[config.mk]
export PLATFORM = sky130hd
export DESIGN_NAME = pit_channel
export DESIGN_NICKNAME = d
export VERILOG_FILES = /design/src/rtl/pit_pkg.sv /design/src/rtl/pit_edge_sync.sv /design/src/rtl/pit_bus_if.sv /design/src/rtl/pit_count_core.sv /design/src/rtl/pit_channel.sv
export SDC_FILE = /design/constraint.sdc
export NUM_CORES = 1
export LEC_CHECK = 0
export CORE_MARGIN = 2
export CORE_UTILIZATION = 50
export CTS_CLUSTER_DIAMETER = 200
export DETAILED_ROUTE_END_ITERATION = 8
export HOLD_SLACK_MARGIN = 0.1
export PLACE_DENSITY = 0.78
export SLEW_MARGIN = 30
export SYNTH_ARGS = -nofsm -noshare
export SYNTH_HDL_FRONTEND = slang
export SYNTH_SLANG_ARGS = --single-unit
[constraint.sdc]
create_clock -name clk -period 2.35 [get_ports clk]
set_input_delay 0.235 -clock clk [delete_from_list [all_inputs] [get_ports clk]]
set_output_delay 0.235 -clock clk [all_outputs]
set_load 0.02 [all_outputs]
[src/rtl/pit_pkg.sv]
package pit_pkg;
   // framing selector carried in the control byte
   typedef enum logic [1:0] {
      RL_NONE = 2'b00,
      RL_LO   = 2'b01,
      RL_HI   = 2'b10,
      RL_BOTH = 2'b11
   } rl_e;

   localparam int RL_POS = 4;   // bit position of the framing field
endpackage

[src/rtl/pit_edge_sync.sv]
module pit_edge_sync #(
   parameter int STAGES = 2
) (
   input  logic clk,
   input  logic rst_n,
   input  logic async_i,
   output logic rise_o,
   output logic fall_o
);
   if (STAGES < 0 || STAGES > 8) begin : g_bad_stages
      $error("pit_edge_sync: STAGES out of range");
   end

   logic sync_s;
   logic prev_q;

   if (STAGES == 0) begin : g_direct
      assign sync_s = async_i;
   end else begin : g_chain
      logic [STAGES-1:0] sh_q;
      always_ff @(posedge clk) begin
         if (!rst_n) sh_q[0] <= 1'b0;
         else        sh_q[0] <= async_i;
      end
      for (genvar i = 1; i < STAGES; i++) begin : g_stage
         always_ff @(posedge clk) begin
            if (!rst_n) sh_q[i] <= 1'b0;
            else        sh_q[i] <= sh_q[i-1];
         end
      end
      assign sync_s = sh_q[STAGES-1];
   end

   always_ff @(posedge clk) begin
      if (!rst_n) prev_q <= 1'b0;
      else        prev_q <= sync_s;
   end

   assign rise_o = sync_s & ~prev_q;
   assign fall_o = ~sync_s & prev_q;
endmodule

[src/rtl/pit_bus_if.sv]
module pit_bus_if
   import pit_pkg::*;
#(
   parameter int BUS_W = 8,
   parameter int CNT_W = 16
) (
   input  logic             clk,
   input  logic             rst_n,
   input  logic             wr_i,
   input  logic             addr_i,
   input  logic [BUS_W-1:0] wdata_i,
   input  logic             rd_i,
   input  logic [CNT_W-1:0] count_i,
   output logic             ctrl_wr_o,
   output logic             halt_o,
   output logic             done_o,
   output logic [CNT_W-1:0] hold_o,
   output logic [BUS_W-1:0] rdata_o
);
   localparam int HI_LSB = BUS_W;
   localparam int HI_MSB = CNT_W - 1;

   if (CNT_W != 2 * BUS_W || BUS_W < RL_POS + 2) begin : g_bad_width
      $error("pit_bus_if: CNT_W must be twice BUS_W and BUS_W wide enough");
   end

   rl_e              rl_q;
   logic             wtog_q;
   logic             rtog_q;
   logic [CNT_W-1:0] hold_q;
   rl_e              rl_field;
   logic             ctrl_fire;
   logic             data_fire;
   logic             rd_fire;

   assign rl_field  = rl_e'(wdata_i[RL_POS +: 2]);
   assign ctrl_fire = wr_i && addr_i && (rl_field != RL_NONE);
   assign data_fire = wr_i && !addr_i;
   assign rd_fire   = rd_i && !addr_i;

   always_ff @(posedge clk) begin
      if (!rst_n) begin
         rl_q   <= RL_BOTH;
         wtog_q <= 1'b0;
         rtog_q <= 1'b0;
         hold_q <= '0;
      end else if (ctrl_fire) begin
         rl_q   <= rl_field;
         wtog_q <= 1'b0;
         rtog_q <= 1'b0;
      end else begin
         if (data_fire) begin
            unique case (rl_q)
               RL_LO: hold_q <= {{BUS_W{1'b0}}, wdata_i};
               RL_HI: hold_q <= {wdata_i, {BUS_W{1'b0}}};
               default: begin
                  if (!wtog_q) hold_q[BUS_W-1:0]     <= wdata_i;
                  else         hold_q[HI_MSB:HI_LSB] <= wdata_i;
                  wtog_q <= ~wtog_q;
               end
            endcase
         end
         if (rd_fire && rl_q == RL_BOTH) rtog_q <= ~rtog_q;
      end
   end

   assign ctrl_wr_o = ctrl_fire;
   assign halt_o    = data_fire && (rl_q == RL_BOTH) && !wtog_q;
   assign done_o    = data_fire && ((rl_q != RL_BOTH) || wtog_q);
   assign hold_o    = hold_q;

   always_comb begin
      unique case (rl_q)
         RL_LO:   rdata_o = count_i[BUS_W-1:0];
         RL_HI:   rdata_o = count_i[HI_MSB:HI_LSB];
         default: rdata_o = rtog_q ? count_i[HI_MSB:HI_LSB] : count_i[BUS_W-1:0];
      endcase
   end

   // byte toggles only move in the two-byte framing
   p_toggle_two_byte_r9: assert property (@(posedge clk) disable iff (!rst_n)
      (wtog_q || rtog_q) |-> (rl_q == RL_BOTH));

   // an ignored control byte leaves the framing as it was
   p_null_ctrl_r2: assert property (@(posedge clk) disable iff (!rst_n)
      (wr_i && addr_i && rl_field == RL_NONE) |=> $stable(rl_q));
endmodule

[src/rtl/pit_count_core.sv]
module pit_count_core #(
   parameter int CNT_W = 16
) (
   input  logic             clk,
   input  logic             rst_n,
   input  logic             ctrl_wr_i,
   input  logic             halt_i,
   input  logic             done_i,
   input  logic [CNT_W-1:0] hold_i,
   input  logic             rise_i,
   input  logic             fall_i,
   output logic [CNT_W-1:0] count_o,
   output logic             out_o
);
   localparam logic [CNT_W-1:0] ZERO = '0;
   localparam logic [CNT_W-1:0] ONE  = CNT_W'(1);

   if (CNT_W < 2) begin : g_bad_cnt
      $error("pit_count_core: CNT_W too small");
   end

   logic [CNT_W-1:0] count_q;
   logic [CNT_W-1:0] count_nx;
   logic             running_q;
   logic             halted_q;
   logic             pend_q;
   logic             phase_q;
   logic             out_q;
   logic             load_ok;
   logic             dec_fire;

   assign count_nx = count_q - ONE;
   assign load_ok  = pend_q && phase_q && fall_i && !ctrl_wr_i;
   assign dec_fire = fall_i && running_q && !halted_q && !load_ok;

   always_ff @(posedge clk) begin
      if (!rst_n) begin
         count_q   <= '0;
         running_q <= 1'b0;
      end else if (load_ok) begin
         count_q   <= hold_i;
         running_q <= 1'b1;
      end else if (dec_fire) begin
         count_q   <= count_nx;
      end
   end

   always_ff @(posedge clk) begin
      if (!rst_n)         halted_q <= 1'b0;
      else if (ctrl_wr_i) halted_q <= 1'b0;
      else if (halt_i)    halted_q <= 1'b1;
      else if (load_ok)   halted_q <= 1'b0;
   end

   always_ff @(posedge clk) begin
      if (!rst_n) begin
         pend_q  <= 1'b0;
         phase_q <= 1'b0;
      end else if (ctrl_wr_i) begin
         pend_q  <= 1'b0;
         phase_q <= 1'b0;
      end else if (done_i) begin
         pend_q  <= 1'b1;
         phase_q <= 1'b0;
      end else if (load_ok) begin
         pend_q  <= 1'b0;
         phase_q <= 1'b0;
      end else if (pend_q && rise_i) begin
         phase_q <= 1'b1;
      end
   end

   always_ff @(posedge clk) begin
      if (!rst_n)                        out_q <= 1'b0;
      else if (ctrl_wr_i || done_i)      out_q <= 1'b0;
      else if (dec_fire && count_nx == ZERO) out_q <= 1'b1;
   end

   assign count_o = count_q;
   assign out_o   = out_q;

   // nothing moves the counter before a first load is armed
   p_idle_until_load_r1: assert property (@(posedge clk) disable iff (!rst_n)
      (!running_q && !pend_q) |=> $stable(count_q));

   // a control byte always leaves the output low
   p_ctrl_out_low_r2: assert property (@(posedge clk) disable iff (!rst_n)
      ctrl_wr_i |=> !out_q);

   // a frozen count with no armed load holds still
   p_halt_freeze_r4: assert property (@(posedge clk) disable iff (!rst_n)
      (halted_q && !pend_q) |=> $stable(count_q));

   // counting begins only after a qualifying rise was seen
   p_load_after_rise_r5: assert property (@(posedge clk) disable iff (!rst_n)
      $rose(running_q) |-> $past(phase_q));

   // the output rises only at a zero count
   p_out_at_zero_r7: assert property (@(posedge clk) disable iff (!rst_n)
      $rose(out_q) |-> (count_q == ZERO));
endmodule

[src/rtl/pit_channel.sv]
module pit_channel #(
   parameter int BUS_W       = 8,
   parameter int CNT_W       = 16,
   parameter int SYNC_STAGES = 2
) (
   input  logic             clk,
   input  logic             rst_n,
   input  logic             cnt_clk,
   input  logic             bus_wr,
   input  logic             bus_addr,
   input  logic [BUS_W-1:0] bus_wdata,
   input  logic             bus_rd,
   output logic [BUS_W-1:0] bus_rdata,
   output logic             timer_out
);
   logic             rise_s;
   logic             fall_s;
   logic             ctrl_wr_s;
   logic             halt_s;
   logic             done_s;
   logic [CNT_W-1:0] hold_s;
   logic [CNT_W-1:0] count_s;

   pit_edge_sync #(.STAGES(SYNC_STAGES)) u_sync (
      .clk     (clk),
      .rst_n   (rst_n),
      .async_i (cnt_clk),
      .rise_o  (rise_s),
      .fall_o  (fall_s)
   );

   pit_bus_if #(.BUS_W(BUS_W), .CNT_W(CNT_W)) u_bus (
      .clk       (clk),
      .rst_n     (rst_n),
      .wr_i      (bus_wr),
      .addr_i    (bus_addr),
      .wdata_i   (bus_wdata),
      .rd_i      (bus_rd),
      .count_i   (count_s),
      .ctrl_wr_o (ctrl_wr_s),
      .halt_o    (halt_s),
      .done_o    (done_s),
      .hold_o    (hold_s),
      .rdata_o   (bus_rdata)
   );

   pit_count_core #(.CNT_W(CNT_W)) u_core (
      .clk       (clk),
      .rst_n     (rst_n),
      .ctrl_wr_i (ctrl_wr_s),
      .halt_i    (halt_s),
      .done_i    (done_s),
      .hold_i    (hold_s),
      .rise_i    (rise_s),
      .fall_i    (fall_s),
      .count_o   (count_s),
      .out_o     (timer_out)
   );
endmodule

=== Yosys cells after proc, flatten, opt, wreduce, memory -nomap -nowiden ===
Index checks and enable logic that the tools add are counted.
W data, S select, Z words.

* Add/subtract/negate cells: 1
* Equal/unequal tests: 5
* Mux-type cells: 10
* Bitwise logic cells: 9
* Reduce and logical (&&, ||, !) cells: 36

{| class="wikitable"
|+ Operators with widths
! operator !! number
|-
| $mux W16 || 2
|-
| $pmux W16 S2 || 1
|-
| $mux W8 || 3
|-
| $logic_and A1 B1 Y1 || 16
|-
| $logic_not A16 Y1 || 1
|-
| $pmux W8 S2 || 1
|-
| $sub A16 B1 Y16 const B || 1
|-
| $reduce_bool A2 Y1 || 4
|-
| $not A1 Y1 || 7
|-
| $reduce_and A3 Y1 || 2
|-
| $reduce_or A2 Y1 || 3
|-
| $logic_not A1 Y1 || 5
|-
| $eq A2 B2 Y1 const B || 2
|-
| $reduce_or A4 Y1 || 1
|-
| $mux W1 || 3
|-
| $ne A3 B3 Y1 const B || 1
|-
| $reduce_bool A3 Y1 || 1
|-
| $and A1 B1 Y1 || 2
|-
| $eq A2 B1 Y1 const B || 1
|-
| $logic_or A1 B1 Y1 || 2
|-
| $ne A2 B2 Y1 const B || 1
|-
| $reduce_and A2 Y1 || 1
|}

* Flip-flop bits (word level): 44
* Input bits: 14
* Output and inout port bits: 9
* Logic and storage cells: 75

=== Longest topological paths before layout ===
Gate-level depths: netlist of the first run.

* Depth in word-level cells: 8
* Gate-level depth with buffers: 7
* Mapped depth without buffers: 7

=== Hierarchy ===
From an unflattened synthesis of the first run, not the netlist that was laid out.

* Cell total of the unflattened synthesis: 294
* Area, all modules: 2,522.4 sq um

{| class="wikitable"
|+ By module, submodules not included
! module !! times used !! cells an instance !! area each (sq um) !! sequential area each (sq um)
|-
| pit_count_core || 1 || 153 || 1,252.5 || 420.4
|-
| pit_bus_if || 1 || 133 || 1,178.6 || 400.4
|-
| pit_edge_sync || 1 || 8 || 91.3 || 60.1
|}

=== Worst setup path after synthesis of the first run ===
No wires, ideal clock.

* Path kind: flip-flop to output port
* Start point: reg u_bus.rl_q[0]
* End point: out bus_rdata[1]
* Data arrival time: 1.634 ns
* Required time: 2.115 ns
* Slack: 0.481 ns
* Cell stages (with the launch flop): 6
* Buffers on the path: 0
* Path through: dfxtp_1 inv_1 ha_1 inv_1 mux2i_1 a22o_1

* Word-level cells in the longest chain between the ends: 2
* Elaborated cells on any way between the ends: 3
* Classes of those cells: eq/ne (2); mux (1)

{| class="wikitable"
|+ Ends and longest elaborated chain
! what !! line !! text
|-
| from (decl) || pit_bus_if.sv:27 || <nowiki>rl_e rl_q;</nowiki>
|-
| from (signal assigned) || pit_bus_if.sv:48 || <nowiki>rl_q <= rl_field;</nowiki>
|-
| $eq A2 B2 Y1 or $eq A2 B1 Y1 (tied branches) || pit_bus_if.sv:73 || <nowiki>unique case (rl_q)</nowiki>
|-
| $pmux W8 S2 * || pit_bus_if.sv:73 ||
|-
| to (decl) || pit_channel.sv:13 || <nowiki>output logic [BUS_W-1:0] bus_rdata,</nowiki>
|}

Mark *: on every way between the ends. The rest lies on a longest branch, timed or not.

=== Worst setup path in the final report of the first run ===
* Start point: reg u_bus.rl_q[0]
* End point: out bus_rdata[3]

The elaborated chain is that of the path after synthesis.

==> results of run 1 <==
-- worst max-delay path, cell delays in order, from the launching register on --
cell	delay [ns]
dfxtp_1	0.39
inv_1	0.06
ha_1	0.33
inv_1	0.11
mux2i_1	0.20
buf_4	0.17
a22o_1	0.14
clkbuf_2	0.16
-- routing by layer --
layer	wire, um	vias to the layer above	track usage [%]
met5	0	-	0
met4	87	0	6.71
met3	305	7	3.38
met2	2350	71	33.2
met1	2570	903	31.9
li1	-	1011	-
-- power groups by stage --
| stage | Combinational [W] | Clock (W) | Sequential [W] |
|---|---|---|---|
| finish | 0.000145 | 0.000475 | 0.000778 |
| global route | 0.000160 | 0.000519 | 0.000780 |
| detailed placement | 0.000143 | 0 | 0.000795 |
| CTS | 0.000145 | 0.000491 | 0.000777 |
| global placement | 0.000139 | 0 | 0.000794 |
| floorplan | 0.0000782 | 0 | 0.000791 |
-- cell type report --
type / instances / area [um^2]
clock buffer: 8 / 90.1
inverter: 9 / 33.8
fill: 412 / 1780
timing repair buffer: 33 / 263
tap: 52 / 65.1
sequential: 44 / 881
multi-input combinational: 206 / 1270
-- cell usage in the layout, fill, tap and decap left out, types with 3 or more instances in the layout --
cell and n:
dfxtp_1 44, buf_4 11, ha_1 5, clkbuf_8 6
a21oi_1 28, a22o_1 7, nor2b_1 3, a211oi_1 10
inv_1 9, clkbuf_2 8, and2_1 3, or3_1 4
nand4_1 4, xor2_1 6, nand2_1 31, nor4_1 3
clkdlybuf4s50_1 14, o21ai_0 8, xnor2_1 13, nor2_1 26
nand3_1 22, nor3_1 5
-- metrics by stage --
step	power, W	setup slack, ns	area (um^2)
5_1_grt	0.00146	0.0989	2610
6_report	0.00140	0.259	2610
4_1_cts	0.00141	0.0676	2640
3_3_place_gp	0.000933	0.235	2560
3_5_place_dp	0.000938	0.127	2560
2_1_floorplan	0.000869	0.481	2280
-- kinds of logic (layout without fill, tap and decap cells) --
family	after synthesis	count (layout)	share of synthesized area, %
multiplexers	3	3	1.37
flip-flops	44	44	38.7
adder cells (fa/ha/maj)	5	5	2.75
AO/OA/AOI/OAI	63	63	18.0
buffers and inverters	25	50	5.33
AND/OR/NAND/NOR	116	116	26.6
XOR/XNOR	19	19	7.31
-- worst min path at each step --
stage	from	end	slack (ns)	cells past startpoint
floorplan	cnt_clk	u_sync.g_chain.sh_q[0]	0.36	1
finish	u_sync.g_chain.sh_q[0]	u_sync.sync_s	0.43	1
CTS	u_sync.g_chain.sh_q[0]	u_sync.sync_s	0.44	1
global route	u_bus.hold_o[4]	u_bus.hold_o[4]	0.47	2
global placement	u_sync.g_chain.sh_q[0]	u_sync.sync_s	0.41	1
detailed placement	u_sync.g_chain.sh_q[0]	u_sync.sync_s	0.42	1
==> impl_metrics.csv, run 1 <==
group,metric,value,unit
detailed_routing,dr.first_iter.drc_count,165,
logic_synthesis,synth_top_area_share,38.7,%
place,gp_congestion,0.916,
global_routing,gr-total-overflow,0,
logic_synthesis,avgSynthCellArea,8.28,um^2
global_routing,grt_max_degree,29,
logic_synthesis,yosys_warnings,0,
pwr,p_sw_share,23.6,%
finish,area_growth,14.5,%
pwr,clockPowerShare,34.0,%
sta,final-hold-violation-count,0,
clock_network,cts_setup_buffers,0,
logic_synthesis,synth.most_common_cell,"dfxtp_1",
logic_synthesis,async_flop_share,0,%
detailed_routing,wl,5310,um
worst_setup_path,cp.required,2.12,ns
sta,setup_tns,0,ns
sta,whs,0.435,ns
sta,finalClockSkew,0.00556,ns
clock_network,cts_buffers,5,
detailed_routing,vias,1992,
die,fp.dieArea,5110,um^2
logic_synthesis,syn_inst,275,
sta,maxSlewHeadroom,55.3,%
worst_setup_path,critical_path.endpoint,"bus_rdata[3]",
place,io_buffers,22,
die,die_w,71.5,um
pwr,leakagePower,1.00,nW
die,ioPinCount,23,
clock_network,clk_latency,0.29,ns
worst_setup_path,reg2reg_slack,0.31,ns
pwr,powerDensity,537,nW/um^2
logic_synthesis,syn_nets,294,
sta,tightestPinTransition,0.670,ns
logic_synthesis,yosys-top-cells-area,"dfxtp_1, a21oi_1, nand2_1",
finish,diodes,0,
finish,fin_nets,318,
global_routing,first_global_vias,1785,
sta,post-route-period-util,89.0,%
logic_synthesis,yosys-top-cells-count,"dfxtp_1, nand2_1, a21oi_1",
detailed_routing,avgRoutedWirePerCell,15.1,um
clock_network,clock-sinks,44,
worst_setup_path,critPathMaxFanout,8,
pwr,peakVddDrop,0.404,mV
logic_synthesis,ys_seq_elements,44,
clock_network,cts-resized-gates,8,
sta,final_max_slew_viol_count,0,
worst_setup_path,rr_worst_depth,7,
worst_setup_path,crit_path_end_kind,"output port",
worst_setup_path,cp.arrival,1.86,ns
sta,setup_viol_count_final,0,
pwr,p_comb_share,10.4,%
die,die_h,71.5,um
sta,rsz0062_at_grt,"false",
worst_setup_path,cp-startpoint,"u_bus.rl_q[0]",
pwr,p_sw,0.000330,W
detailed_routing,drc,0,
worst_setup_path,r2r_end,"u_core.out_o",
global_routing,antenna_found_initial,0,
global_routing,gr-usage-all-layers,21.8,%
die,row_count,24,
outcome,status,"complete, no violations",
place,placed_cells,344,
detailed_routing,dr.pass1.iters,4,
finish,finish.utilization,59.4,%
pwr,p_int,0.00107,W
finish,fin_cells,352,
detailed_routing,ant_nets,0,
pwr,pwr-share-seq,55.6,%
clock_network,clockBufferDepth,2,
worst_setup_path,criticalPathCategory,"reg -> out",
die,fp.coreArea,4380,um^2
logic_synthesis,yosysTopAreaCell,"dfxtp_1",
run,drv_cap,0,
min_path,min_path_type,"reg -> reg",
worst_setup_path,r2r_start,"u_core.count_o[0]",
worst_setup_path,start_kind,"register",
logic_synthesis,dominantRegCellSynth,"dfxtp_1",
clock_network,tritoncts,"yes",
logic_synthesis,synth_cell_types,47,
logic_synthesis,syn-cell-area,2280,um^2
sta,fmax,0.478,GHz
clock_network,root_buffer,"clkbuf_8",
die,initial_utilization,51.9,%
clock_network,cts.clk_slew.worst_paths,0.08,ns
global_routing,grt_pass1_wl,8690,um
clock_network,hold_buffers,0,
logic_synthesis,seq_area_frac_synth,38.7,%
logic_synthesis,synth-edff-count,0,
clock_network,htreeDepth,2,
finish,drive_gt1_share,13.0,%
detailed_routing,via_per_inst,5.66,
sta,final.min_clock_period,2.09,ns
place,dpl.hpwl,3930,um
Power figures use the tool's default switching activity.
==> run 2, diff against run 1 <==
Settings changed: PLACE_DENSITY 0.78 to 0.81, SLEW_MARGIN 30 to unset.
Clock period 2.35 ns to 1.9 ns, I/O delays scaled along.
==> run 2 against run 1 <==
Compared with the run above:
- critical path depth stayed put
- total power increased by 27%
- core utilization increased by 4.5 points
- die area stayed put
- design area rose by 7.6%
- count of clock-buffer cells in the layout down 1
- sequential power is 24% higher
- clock skew increased by 0.0030 ns
- combinational power up 39%
- critical path type unchanged
- largest power group unchanged
- highest routed layer unchanged
==> impl_metrics.csv, run 2 (synthesized netlist as in run 1, its figures left out) <==
group,metric,value,unit
outcome,status,"complete, no violations",
sta,setup_tns,0,ns
die,ioPinCount,23,
sta,final.min_clock_period,1.86,ns
detailed_routing,wl,5420,um
detailed_routing,avgRoutedWirePerCell,14.8,um
clock_network,root_buffer,"clkbuf_8",
clock_network,tritoncts,"yes",
min_path,min_path_type,"reg -> reg",
sta,rsz0062_at_grt,"true",
clock_network,cts.clk_slew.worst_paths,0.08,ns
finish,fin_nets,332,
global_routing,grt_pass1_wl,9190,um
detailed_routing,via_per_inst,5.72,
finish,area_growth,23.3,%
die,die_h,71.5,um
worst_setup_path,cp.arrival,1.67,ns
clock_network,clk_latency,0.30,ns
worst_setup_path,critical_path.endpoint,"bus_rdata[0]",
die,fp.coreArea,4380,um^2
sta,finalClockSkew,0.00853,ns
sta,post-route-period-util,97.8,%
clock_network,clockBufferDepth,2,
worst_setup_path,cp.required,1.71,ns
worst_setup_path,r2r_start,"u_sync.sync_s",
place,gp_congestion,0.875,
worst_setup_path,rr_worst_depth,5,
clock_network,clock-sinks,44,
finish,final_cell_area,2810,um^2
pwr,powerDensity,633,nW/um^2
die,initial_utilization,51.9,%
finish,diodes,0,
sta,final-hold-violation-count,0,
finish,drive_gt1_share,19.4,%
die,die_w,71.5,um
die,fp.dieArea,5110,um^2
sta,tightestPinTransition,0.556,ns
global_routing,gr-total-overflow,0,
global_routing,gr-usage-all-layers,22.8,%
detailed_routing,ant_nets,0,
place,dpl.hpwl,3990,um
detailed_routing,vias,2095,
worst_setup_path,critPathMaxFanout,8,
place,io_buffers,22,
detailed_routing,dr.first_iter.drc_count,163,
place,dpl_cell_area,2660,um^2
finish,layout_commonest_cell,"dfxtp_1",
min_path,worstHoldStart,"u_sync.g_chain.sh_q[0]",
worst_setup_path,criticalPathCategory,"reg -> out",
global_routing,antenna_found_initial,0,
run,drv_cap,0,
global_routing,grt_max_degree,35,
detailed_routing,dr.pass1.iters,5,
sta,fmax,0.538,GHz
finish,layout_common_cells,"dfxtp_1, nand2_1, a21oi_1, nor2_1, buf_4",
sta,final_max_slew_viol_count,0,
worst_setup_path,crit_path_end_kind,"output port",
worst_setup_path,start_kind,"register",
pwr,leakagePower,1.09,nW
worst_setup_path,r2r_end,"u_core.count_o[7]",
die,row_count,24,
clock_network,hold_buffers,0,
worst_setup_path,cp-startpoint,"u_bus.rl_q[0]",
sta,setup_viol_count_final,0,
pwr,peakVddDrop,0.400,mV
detailed_routing,drc,0,
clock_network,cts_buffers,5,
sta,maxSlewHeadroom,62.7,%
global_routing,first_global_vias,1964,
clock_network,htreeDepth,2,
worst_setup_path,reg2reg_slack,0.11,ns
run 2: cell types whose count changed in the layout (fill, tap and decap cells not counted), moves of 2 or more:
cell      delta
buf_4       +12
buf_6        +9
clkbuf_2     -8
dfxtp_1      -2
dfxtp_2      +2
inv_1        -3
inv_2        +2
run 2: what timing repair did:
action	CTS	global route
endpoints found under the setup margin	8	10
pin swaps	1	6
buffers inserted	1	1
gates resized for setup	39	19
run 2: metrics by stage:
stage | power (W) | util (%) | hold WS [ns] | std cells | worst slack (ns)
global placement | 0.00116 | 60.6 | 0.415 | 356 | -0.162
CTS | 0.00178 | 62.6 | 0.457 | 365 | 0.00934
detailed placement | 0.00117 | 60.6 | 0.437 | 356 | -0.257
floorplan | 0.00107 | - | 0.317 | 275 | 0.0756
finish | 0.00178 | 64.0 | 0.451 | 366 | 0.0424
global route | 0.00185 | 64.0 | 0.451 | 366 | -0.0257
run 2: final cells by class:
| type | count | area, um^2 |
|---|---|---|
| inverter | 9 | 36.3 |
| clock buffer | 7 | 86.3 |
| sequential | 44 | 883 |
| multi-input combinational | 206 | 1290 |
| fill | 375 | 1580 |
| timing repair buffer | 47 | 434 |
| clock inverter | 1 | 7.51 |
| tap | 52 | 65.1 |
run 2: routing by layer:
metal	wire length [um]	track usage, %	part of all wire (%)	vias to the layer above
li1	-	-	-	1049
met1	2540	31.4	47	960
met2	2510	35.5	46	77
met3	287	4.36	5.3	9
met4	78	9.01	1.4	0
met5	0	0	0	-
run 2: how the worst min path moves through the flow:
stage | depth (start not counted) | to | slack [ns]
final | 1 | u_sync.sync_s | 0.45
after global routing | 2 | u_sync.g_chain.sh_q[0] | 0.45
after CTS | 1 | u_sync.sync_s | 0.46
after detailed placement | 1 | u_sync.sync_s | 0.44
after global placement | 1 | u_sync.sync_s | 0.41
after floorplan | 1 | u_sync.g_chain.sh_q[0] | 0.32
run 2: power breakdown:
group,switching [W],internal (W),total [W]
Clock,0.000316,0.000296,0.000612
Sequential,0.0000167,0.000946,0.000963
Combinational,0.000104,0.0000984,0.000202
run 2: critical path: stages (launching register included):
cell,delay (ns)
dfxtp_2,0.34
inv_2,0.05
ha_4,0.29
inv_4,0.03
mux2i_1,0.11
buf_4,0.17
a22o_2,0.26
buf_6,0.13
==> run 3, diff against run 2 <==
Settings changed: PLACE_DENSITY 0.81 to 0.78.
Clock period 1.9 ns to 2 ns, I/O delays scaled along.
==> run 3 against run 2 <==
Compared with the run above:
- via count increased by 0.14%
- register-to-register slack better by 0.05 ns
- first-iteration DRC count is 3.7% higher
- die area unchanged
- total power is 3.9% higher
- critical endpoint unchanged
- largest cell class unchanged
- combinational power fell by 9%
- sequential power shrank 5.1%
- core utilization is 1.7 points lower
- global-route usage is 0.46 points higher
- worst hold slack worse by 0.015 ns
- sequential share of layout area up 0.85 points
==> impl_metrics.csv, run 3 (synthesized netlist as in run 1, its figures left out) <==
group,metric,value,unit
die,initial_utilization,51.9,%
detailed_routing,vias,2098,
detailed_routing,dr.pass1.iters,4,
worst_setup_path,r2r_start,"u_bus.rl_q[1]",
pwr,peakVddDrop,0.507,mV
worst_setup_path,rr_worst_depth,7,
finish,layout_commonest_cell,"dfxtp_1",
worst_setup_path,r2r_end,"u_core.out_o",
clock_network,cts_buffers,5,
clock_network,root_buffer,"clkbuf_8",
clock_network,hold_buffers,0,
die,ioPinCount,23,
detailed_routing,wl,5500,um
min_path,holdPathStages,1,
global_routing,antenna_found_initial,0,
finish,fin_nets,327,
worst_setup_path,start_kind,"register",
global_routing,grt_pass1_wl,9340,um
outcome,status,"complete, no violations",
die,die_w,71.5,um
sta,finalClockSkew,0.00444,ns
worst_setup_path,criticalPathCategory,"reg -> out",
detailed_routing,dr.first_iter.drc_count,169,
clock_network,cts.clk_slew.worst_paths,0.08,ns
global_routing,grt_max_degree,30,
sta,final_max_slew_viol_count,0,
worst_setup_path,crit_buf_inv,4,
pwr,powerDensity,676,nW/um^2
finish,diodes,0,
worst_setup_path,cp.arrival,1.71,ns
worst_setup_path,crit_path_end_kind,"output port",
place,placed_cells,353,
global_routing,gr-usage-all-layers,23.3,%
min_path,whs_endpoint,"u_sync.sync_s",
global_routing,first_global_vias,1926,
worst_setup_path,cp.required,1.80,ns
finish,area_growth,20.0,%
place,io_buffers,22,
finish,nFillCells,390,
detailed_routing,via_per_inst,5.81,
finish,layout_common_cells,"dfxtp_1, nand2_1, a21oi_1, nor2_1, nand3_1",
place,dp_slack,-0.0926,ns
place,gp_congestion,0.882,
sta,maxSlewHeadroom,40.3,%
worst_setup_path,crit_family,"buffers and inverters",
finish,regArea,883,um^2
sta,tightestPinTransition,0.894,ns
sta,finalWorstSetupSlack,0.0909,ns
worst_setup_path,max_stage_delay,0.34,ns
clock_network,clock-sinks,44,
clock_network,clk_latency,0.30,ns
detailed_routing,avgRoutedWirePerCell,15.2,um
worst_setup_path,path_common_cell,"inv_1",
detailed_routing,drc,0,
clock_network,htreeDepth,2,
sta,final-hold-violation-count,0,
worst_setup_path,slowest_stage,"dfxtp_2",
finish,fin_cells,361,
clock_network,clockBufferDepth,2,
pwr,leakagePower,1.08,nW
min_path,worstHoldStart,"u_sync.g_chain.sh_q[0]",
pwr,total_power,0.00185,W
worst_setup_path,critPathMaxFanout,8,
worst_setup_path,crit_chain,"inv_1, ha_4, inv_1, mux2i_1, buf_4, a22o_2, buf_2",
sta,post-route-period-util,95.5,%
clock_network,tritoncts,"yes",
global_routing,gr-total-overflow,0,
min_path,min_path_type,"reg -> reg",
sta,setup_viol_count_final,0,
sta,rsz0062_at_grt,"false",
die,fp.dieArea,5110,um^2
finish,drive_gt1_share,17.5,%
place,dpl.hpwl,3950,um
die,fp.coreArea,4380,um^2
sta,final.min_clock_period,1.91,ns
worst_setup_path,reg2reg_slack,0.16,ns
run,drv_cap,0,
sta,fmax,0.524,GHz
die,die_h,71.5,um
detailed_routing,ant_nets,0,
die,row_count,24,
finish,multi_input_area,1290,um^2
## run 3: final cells by class
class,instances,share of cell area [%]
clock buffer,7,3.53
clock inverter,1,1.10
inverter,9,1.24
multi-input combinational,206,47.3
sequential,44,32.3
tap,52,2.38
timing repair buffer,42,12.1
## run 3: report_power, final
group	total [W]	internal [W]	switching, W
sequential	0.000914	0.000899	0.0000147
combinational	0.000184	0.0000851	0.0000992
clock	0.000748	0.000441	0.000307
## run 3: worst max path at each step
stage / start / to / slack [ns] / depth (start not counted)
after global placement: u_bus.rl_q[0] / bus_rdata[0] / -0.01 / 7
after global routing: u_bus.rl_q[0] / bus_rdata[0] / 0.02 / 7
after detailed placement: u_bus.rl_q[0] / bus_rdata[6] / -0.09 / 7
after floorplan: u_bus.rl_q[0] / bus_rdata[1] / 0.17 / 5
after CTS: u_bus.rl_q[0] / bus_rdata[0] / 0.05 / 7
final: u_bus.rl_q[0] / bus_rdata[0] / 0.09 / 7
## run 3: repair_timing
item                                    4_1_cts  5_1_grt
gates resized for setup                      34        3
endpoints found under the setup margin        8        8
buffers inserted                              0        0
## run 3: metrics by stage
stage	utilization, %	instance area [um^2]	hold slack (ns)	setup TNS, ns
floorplan	-	2280	0.327	0
global placement	59.8	2620	0.415	-0.100
detailed placement	59.8	2620	0.425	-0.664
CTS	62.2	2730	0.439	0
global route	62.3	2730	0.459	0
finish	62.3	2730	0.437	0
## run 3: layer usage
| metal | global-route usage (%) | wire [um] | up-vias |
|---|---|---|---|
| li1 | - | - | 1035 |
| met1 | 34.1 | 2680 | 984 |
| met2 | 34.0 | 2430 | 70 |
| met3 | 3.66 | 289 | 9 |
| met4 | 10.1 | 100 | 0 |
| met5 | 0 | 0 | - |
